$ cat src/rtl/rdiv_pkg.sv
package rdiv_pkg;

    localparam int RDIV_W_DEFAULT = 8;

    typedef enum logic [1:0] {
        ST_IDLE  = 2'd0,
        ST_CHECK = 2'd1,
        ST_ITER  = 2'd2
    } rdiv_state_e;

    typedef struct packed {
        logic quo;
        logic rem;
    } rdiv_sign_t;

    typedef struct packed {
        logic dvd;
        logic dvs;
    } rdiv_opsign_t;

    function automatic rdiv_sign_t result_signs(rdiv_opsign_t s);
        rdiv_sign_t r;
        r.quo = s.dvd ^ s.dvs;
        r.rem = s.dvd;
        return r;
    endfunction

endpackage

$ cat src/rtl/rdiv_trial_sub.sv
module rdiv_trial_sub #(
    parameter int W = 8
) (
    input  logic [W-1:0] minu,
    input  logic [W-1:0] subt,
    output logic [W-1:0] diff,
    output logic         carry
);
    logic [W:0] sum;

    always_comb begin
        sum   = {1'b0, minu} + {1'b0, ~subt} + (W+1)'(1);
        diff  = sum[W-1:0];
        carry = sum[W];
    end
endmodule

$ cat src/rtl/rdiv_step.sv
module rdiv_step #(
    parameter int W = 8
) (
    input  logic [W-1:0] a_cur,
    input  logic [W-1:0] q_cur,
    input  logic [W-1:0] dvs,
    output logic [W-1:0] a_nxt,
    output logic [W-1:0] q_nxt
);
    logic         e_out;
    logic [W-1:0] a_sh;
    logic [W-1:0] diff;
    logic         carry;
    logic         take;

    always_comb begin
        e_out = a_cur[W-1];
        a_sh  = {a_cur[W-2:0], q_cur[W-1]};
    end

    rdiv_trial_sub #(.W(W)) u_sub (
        .minu  (a_sh),
        .subt  (dvs),
        .diff  (diff),
        .carry (carry)
    );

    always_comb begin
        take  = e_out | carry;
        a_nxt = take ? diff : a_sh;
        q_nxt = {q_cur[W-2:0], take};
    end
endmodule

$ cat src/rtl/rdiv_seq.sv
module rdiv_seq
    import rdiv_pkg::*;
#(
    parameter int W = 8
) (
    input  logic clk,
    input  logic rst,
    input  logic start,
    input  logic ovf_hit,
    output logic ld,
    output logic step_en,
    output logic fin_ok,
    output logic fin_ovf,
    output logic busy,
    output logic iter
);
    localparam int CW = $clog2(W + 1);

    rdiv_state_e   state, state_nx;
    logic [CW-1:0] cnt;

    always_comb begin
        state_nx = state;
        ld       = 1'b0;
        step_en  = 1'b0;
        fin_ok   = 1'b0;
        fin_ovf  = 1'b0;
        unique case (state)
            ST_IDLE: begin
                if (start) begin
                    ld       = 1'b1;
                    state_nx = ST_CHECK;
                end
            end
            ST_CHECK: begin
                if (ovf_hit) begin
                    fin_ovf  = 1'b1;
                    state_nx = ST_IDLE;
                end else begin
                    state_nx = ST_ITER;
                end
            end
            ST_ITER: begin
                step_en = 1'b1;
                if (cnt == CW'(1)) begin
                    fin_ok   = 1'b1;
                    state_nx = ST_IDLE;
                end
            end
            default: state_nx = ST_IDLE;
        endcase
    end

    always_ff @(posedge clk) begin
        if (rst) begin
            state <= ST_IDLE;
            cnt   <= '0;
        end else begin
            state <= state_nx;
            if (state == ST_CHECK)
                cnt <= CW'(W);
            else if (step_en)
                cnt <= cnt - CW'(1);
        end
    end

    always_comb begin
        busy = (state != ST_IDLE);
        iter = (state == ST_ITER);
    end
endmodule

$ cat src/rtl/rdiv_core.sv
module rdiv_core
    import rdiv_pkg::*;
#(
    parameter int W = RDIV_W_DEFAULT
) (
    input  logic         clk,
    input  logic         rst,
    input  logic         start,
    input  logic [W-1:0] dvd_hi,
    input  logic [W-1:0] dvd_lo,
    input  logic         dvd_neg,
    input  logic [W-1:0] dvs,
    input  logic         dvs_neg,
    output logic [W-1:0] quo,
    output logic [W-1:0] rem,
    output logic         quo_neg,
    output logic         rem_neg,
    output logic         ovf,
    output logic         done
);
    logic [W-1:0] a_r, q_r, b_r;
    rdiv_opsign_t opsign_r;
    rdiv_sign_t   outsign_r;
    logic [W-1:0] a_nx, q_nx;
    logic [W-1:0] chk_diff;
    logic         chk_carry;
    logic         ld, step_en, fin_ok, fin_ovf, busy, iter;

    // overflow probe: high half minus divisor, carry set means high >= divisor
    rdiv_trial_sub #(.W(W)) u_ovf (
        .minu  (a_r),
        .subt  (b_r),
        .diff  (chk_diff),
        .carry (chk_carry)
    );

    rdiv_step #(.W(W)) u_step (
        .a_cur (a_r),
        .q_cur (q_r),
        .dvs   (b_r),
        .a_nxt (a_nx),
        .q_nxt (q_nx)
    );

    rdiv_seq #(.W(W)) u_seq (
        .clk     (clk),
        .rst     (rst),
        .start   (start),
        .ovf_hit (chk_carry),
        .ld      (ld),
        .step_en (step_en),
        .fin_ok  (fin_ok),
        .fin_ovf (fin_ovf),
        .busy    (busy),
        .iter    (iter)
    );

    always_ff @(posedge clk) begin
        if (rst) begin
            a_r       <= '0;
            q_r       <= '0;
            b_r       <= '0;
            opsign_r  <= '0;
            outsign_r <= '0;
            quo       <= '0;
            rem       <= '0;
            ovf       <= 1'b0;
            done      <= 1'b0;
        end else begin
            done <= fin_ok | fin_ovf;
            if (ld) begin
                a_r          <= dvd_hi;
                q_r          <= dvd_lo;
                b_r          <= dvs;
                opsign_r.dvd <= dvd_neg;
                opsign_r.dvs <= dvs_neg;
            end else if (step_en) begin
                a_r <= a_nx;
                q_r <= q_nx;
            end
            if (fin_ok) begin
                quo       <= q_nx;
                rem       <= a_nx;
                outsign_r <= result_signs(opsign_r);
                ovf       <= 1'b0;
            end else if (fin_ovf) begin
                ovf <= 1'b1;
            end
        end
    end

    always_comb begin
        quo_neg = outsign_r.quo;
        rem_neg = outsign_r.rem;
    end

    logic unused_ok;
    always_comb unused_ok = ^chk_diff;
endmodule

$ cat config.mk
export PLATFORM = sky130hd
export DESIGN_NAME = rdiv_core
export DESIGN_NICKNAME = d
export VERILOG_FILES = /design/src/rtl/rdiv_pkg.sv /design/src/rtl/rdiv_trial_sub.sv /design/src/rtl/rdiv_step.sv /design/src/rtl/rdiv_seq.sv /design/src/rtl/rdiv_core.sv
export SDC_FILE = /design/constraint.sdc
export NUM_CORES = 1
export LEC_CHECK = 0
export ABC_AREA = 0
export BUFFER_PORTS_ARGS = -buffer_cell sky130_fd_sc_hd__buf_2
export CAP_MARGIN = 15
export CORE_UTILIZATION = 60
export CTS_CLUSTER_SIZE = 30
export DETAILED_ROUTE_END_ITERATION = 16
export PLACE_DENSITY_LB_ADDON = 0.05
export SYNTH_ARGS = -nofsm -noshare
export SYNTH_HDL_FRONTEND = slang
export SYNTH_SLANG_ARGS = --single-unit
$ cat constraint.sdc
create_clock -name clk -period 3.25 [get_ports clk]
set_input_delay 0.1625 -clock clk [delete_from_list [all_inputs] [get_ports clk]]
set_output_delay 0.1625 -clock clk [all_outputs]
set_load 0.01 [all_outputs]
# After elaboration in Yosys (flattened, before gate mapping)
# Index checks and enable logic that the tools add are counted.
# W data, S select, Z words.
# op_classes
n_addsub	5
n_eq_ne	5
muxes	18
bitwise_logic	4
reduce_logical	6
# op_table
operator	n
$mux W8	5
$add A8 B8 Y9	2
$add A9 B1 Y9 const B	2
$mux W4	2
$not A8 Y8	1
$mux W1	7
$mux W2	3
$pmux W2 S3	1
$eq A4 B1 Y1 const B	1
$reduce_bool A2 Y1	2
$reduce_or A2 Y1	2
$sub A4 B1 Y4 const B	1
$eq A2 B1 Y1 const B	1
$eq A2 B2 Y1 const B	1
$logic_not A2 Y1	1
$ne A2 B1 Y1 const B	1
$ne A2 B2 Y1 const B	1
$or A1 B1 Y1	2
$reduce_and A2 Y1	1
$xor A1 B1 Y1	1
# word_totals
regBits	52
output_inout_bits	20
word_cells	52

# Depth between registers and ports, before layout
# logic_depth
word_depth	7
mapped_depth	9
mapped_depth_nobuf	8

# Hierarchy
# A second synthesis with hierarchy kept.
# unflattened
hier_cells	334
area_unflattened_um2	3131.8
# by_module_without_submodules
mod	instances	cells_per_inst	area_per_inst_um2	seq_area_each_um2
rdiv_core	1	169	1804.2	920.9
rdiv_trial_sub	2	49	354.1	0.0
rdiv_seq	1	49	454.2	120.1
rdiv_step	1	18	165.2	0.0

# Worst setup path before layout
# Ideal clock, no wire load.
# synth_path
kind	reg2reg
startpoint	register q_r[7]
endpoint	register a_r[7]
setup_ns	0.088
arrival_ns	1.977
setup_slack_ns	1.184
path_stages_with_launch	9
path_buffers	0
period_less_slack_ns	2.066
path_cell_list	dfxtp_1 -> inv_1 -> ha_1 -> fa_1 -> nand2b_1 -> a21oi_2 -> a21oi_2 -> or3_4 -> a311oi_2
# synth_via
elab_chain_cells	6
# synth_lines
element	line	source
start, declared	rdiv_core.sv:21	logic [W-1:0] a_r, q_r, b_r;
start signal, assigned	rdiv_core.sv:73	q_r <= dvd_lo;
start signal, assigned	rdiv_core.sv:79	q_r <= q_nx;
$add A8 B8 Y9 *	rdiv_trial_sub.sv:12	sum = {1'b0, minu} + {1'b0, ~subt} + (W+1)'(1);
$add A9 B1 Y9 *	rdiv_trial_sub.sv:12	
$or A1 B1 Y1	rdiv_step.sv:29	take = e_out | carry;
$mux W8 *	rdiv_step.sv:30	a_nxt = take ? diff : a_sh;
$mux W8 *	rdiv_core.sv:77	end else if (step_en) begin
$mux W8 *	rdiv_core.sv:71	if (ld) begin
end signal, assigned	rdiv_core.sv:72	a_r <= dvd_hi;
end signal, assigned	rdiv_core.sv:78	a_r <= a_nx;
end, declared	rdiv_core.sv:21	
# Every way passes the cells marked *; elsewhere a longest branch is shown, timed or not. The select of a mux whose other input is x is not followed.
# A chain may end at the register's enable or synchronous reset.

# Worst setup path in the final report
# layout_path
startpoint	register a_r[6]
endpoint	register rem[0]
# layout_via
elab_chain_cells	4
# layout_lines
element	line	source
$add A8 B8 Y9	rdiv_trial_sub.sv:12	
$add A9 B1 Y9	rdiv_trial_sub.sv:12	
$or A1 B1 Y1	rdiv_step.sv:29	
$mux W8	rdiv_step.sv:30	
end signal, assigned	rdiv_core.sv:83	rem <= a_nx;
end, declared	rdiv_core.sv:15	output logic [W-1:0] rem,
# Every way passes these cells.

==> impl_results.md <==
* Sw frac at 35.11%
* Postcts setup bufs at 0
* Mapped Nets at 379
* Kind of critical path: flip-flop to flip-flop
* Drt total wl at 6265 um
* Synth area leader: dfxtp_1
* Synth Area in Compound Gates at 22.31%
* # DRC at 0
* IO Pins at 49
* First-pass GRT wire length at 10220 um
* Met2 Usage GRT at 43.47%
* N_diodes at 0
* Detail Route Antenna Nets at 0
* Clk Latency, worst-skew pair at 0.31 ns
* Vias per inst at 5.787
* Slew margin rel. at 50.01%
* Post-synth cell types at 51
* Pre-CTS setup slack at 0.8063 ns
* Drt wl/cell at 14.67 um
* Peak VDD IR at 0.0003121 V
* Cts bufs inserted at 5
* Post-synth EDFFs at 0
* Final Worst Setup Slack at 0.7780 ns
* Fraction of registers with async set/reset at 0%
* Fmax at 404.5 MHz
* Avg Synthesized Cell Area at 8.351 sq um
* Met1 Use GR at 34.41%
* Initial antenna violation count at 0
* Mux share of post-synthesis cell area at 5.556%
* Root Buffer: clkbuf_8
* Psw at 0.0005870 W
* Skew final at 0.01029 ns
* Largest net degree at the start of global routing at 39
* Post-synthesis adder-cell area fraction at 9.836%
* TNS Setup at 0 ns
* Post-layout instance area at 3117 sq um
* # resized after CTS at 0
* Pint at 0.001085 W
* Busiest grt layer: met2
* Register bit total from synthesis at 52
* Reg2reg start: a_r[6]$_SDFFE_PP0P_
* P&R area growth vs syn at 13.43%
* Top post-synthesis cells by area: dfxtp_1, ha_1, nand2_1, a21oi_1, mux2i_1
* Final worst path period need at 2.472 ns
* TritonCTS clock tree: done
* Placer Congestion at 0.8383
* Top cell type's share of synthesized area at 37.89%
* First-pass DRT Iterations at 4
* Worst slew pin tran at 0.7498 ns
* Worst EP arrival at 2.72 ns
* Die outline area at 4854 sq um
* Dpl cell area at 3024 sq um
* Dpl hpwl at 4502 um
* Power Density at 536.4 nW/um^2
* Layout cells sized above 1 at 18.93%
* Max H-tree Level at 2
* Final setup violation count at 0
* Clock slew at reported path FFs at 0.10 ns
* Number of port buffers at 48
* Max Cap Viol at 0
* Leakage at 1.301 nW
* CP Data Required Time at 3.49 ns
* Initial core utilization at 62.67%
* Overflow after GRT at 0
* CP endpoint kind: flip-flop
* Vias in the first global route at 2245
* Tcrit/Tclk final at 76.06%
* Post-Synthesis Cells at 329
* Detailed Route Iter0 Violations at 144
* Cells on Worst Hold Path at 3
* Clk pwr share at 22.8%
* Row cnt at 24
* Via count at 2471
* Synth Area in XOR/XNOR at 1.594%
* Hold Path Class: input pin to flip-flop
* Post-synthesis simple-gate area fraction at 17.26%
* Flop pwr share at 43.6%
* Die Y at 69.67 um
* Synth Flop Type: dfxtp_1
* Status: complete, no violations
* Final count of hold timing violations at 0
* Critical path fanouts, max at 13
* Yosys warnings at 0
* Reg2reg path depth at 6
* Die X at 69.67 um
* Startpoint types: flip-flop
* Clock buffer depth at 2
* Clk sinks at 52
* Seq/Total Area, Yosys at 37.89%
* Worst setup path start: a_r[6]$_SDFFE_PP0P_
* Hold-fix buffers, CTS at 0
* Gr usage total at 26.59%
* RSZ-0062 raised after global routing: no
* Max-slew violation count at 0
* Combinational Power Share at 33.7%
* Final #Nets at 424
* Largest family of logic cells by synthesized area: compound AO/OA/AOI/OAI gates
* Worst Min Path Start: dvd_hi[3]
* GR Util met3 at 5.233%
* Core box area at 4384 sq um
* Synthesized area at 2748 sq um
metal layers:
| metal | vias to the layer above | share of wire, % |
|---|---|---|
| li1 | 1252 | - |
| met1 | 1145 | 46 |
| met2 | 66 | 47 |
| met3 | 8 | 5.3 |
| met4 | 0 | 1.5 |
| met5 | - | 0 |
cell usage after synthesis (2+ instances only):
cell and number:
clkbuf_1 11, o21ai_0 15, mux2i_1 13, o22ai_1 3, inv_1 19, o311a_1 2, ha_1 20, nand3_1 2
xor2_1 2, nand2_1 52, nor3_1 8, a211oi_1 13, o211ai_1 2, or3_1 3, buf_2 2, or4_1 2
o21ai_1 4, and2_1 2, nor2_1 25, dfxtp_1 52, a32oi_1 3, a31oi_1 4, a21oi_2 2, o21a_1 2
buf_4 2, xnor2_1 3, a21oi_1 31, o31ai_1 3, mux2_2 2, nand2b_1 4
path summary, 6_finish.rpt:
path / slack, ns / endpoint
max: 0.78 / rem[0]$_SDFFE_PP0P_
min: 0.06 / a_r[3]$_SDFFE_PP0P_
max reg2reg: 0.78 / rem[0]$_SDFFE_PP0P_
min reg2reg: 0.45 / quo[7]$_SDFFE_PP0P_
power groups by stage:
| stage | Sequential, W | Combinational, W | Clock [W] |
|---|---|---|---|
| floorplan | 0.000732 | 0.000451 | 0 |
| finish | 0.000728 | 0.000563 | 0.000381 |
| detailed placement | 0.000742 | 0.000557 | 0 |
| global route | 0.000735 | 0.000624 | 0.000407 |
| global placement | 0.000741 | 0.000544 | 0 |
| CTS | 0.000728 | 0.000562 | 0.000386 |
critical path, stage by stage (launching register included):
cell	delay, ns
dfxtp_1	0.36
ha_1	0.37
a211oi_1	0.36
o21ai_1	0.14
a21oi_2	0.58
mux2_2	0.42
o22ai_1	0.17
registers in the layout, indices dropped and copies added, names as in the netlist:
name         cells
a_r              8
quo_neg          1
u_seq.cnt        4
opsign_r         2
u_seq.state      2
q_r              8
quo              8
rem              8
done             1
b_r              8
rem_neg          1
ovf              1
cell families (layout without fill, tap and decap cells):
kind of cell | Yosys count | count (layout)
AO/OA/AOI/OAI | 95 | 95
adder cells (fa/ha/maj) | 21 | 21
multiplexers | 15 | 15
AND/OR/NAND/NOR | 105 | 105
buffers and inverters | 36 | 82
flip-flops | 52 | 52
XOR/XNOR | 5 | 5
cell usage in the layout, fill, tap and decap left out, drive strengths merged, types with 3 or more instances in the layout:
cell type  count
a211oi        13
a21oi         33
a31oi          4
a32oi          3
buf           55
clkbuf         5
dfxtp         52
ha            20
inv           19
mux2i         13
nand2         52
nand2b         4
nor2          25
nor3           8
o21ai         19
o22ai          3
o31ai          3
or3            4
xnor2          3
per-stage QoR:
stage | instances | utilization, % | hold slack [ns] | power [W]
2_1_floorplan | 329 | - | 0.2876 | 0.001183
3_3_place_gp | 419 | 68.98 | 0.3831 | 0.001285
3_5_place_dp | 419 | 68.98 | 0.3849 | 0.001299
4_1_cts | 427 | 71.09 | 0.05917 | 0.001676
5_1_grt | 427 | 71.09 | 0.07305 | 0.001765
6_report | 427 | 71.09 | 0.06064 | 0.001672
area by class of cell:
type,instances,area [sq um]
Sequential cell,52,1041
Clock inverter,3,23.77
Fill cell,368,1267
Clock buffer,5,68.82
Tap cell,52,65.06
Timing Repair Buffer,55,292.8
Inverter,19,71.32
Multi-Input combinational cell,241,1554
Power figures use the tool's default switching activity.
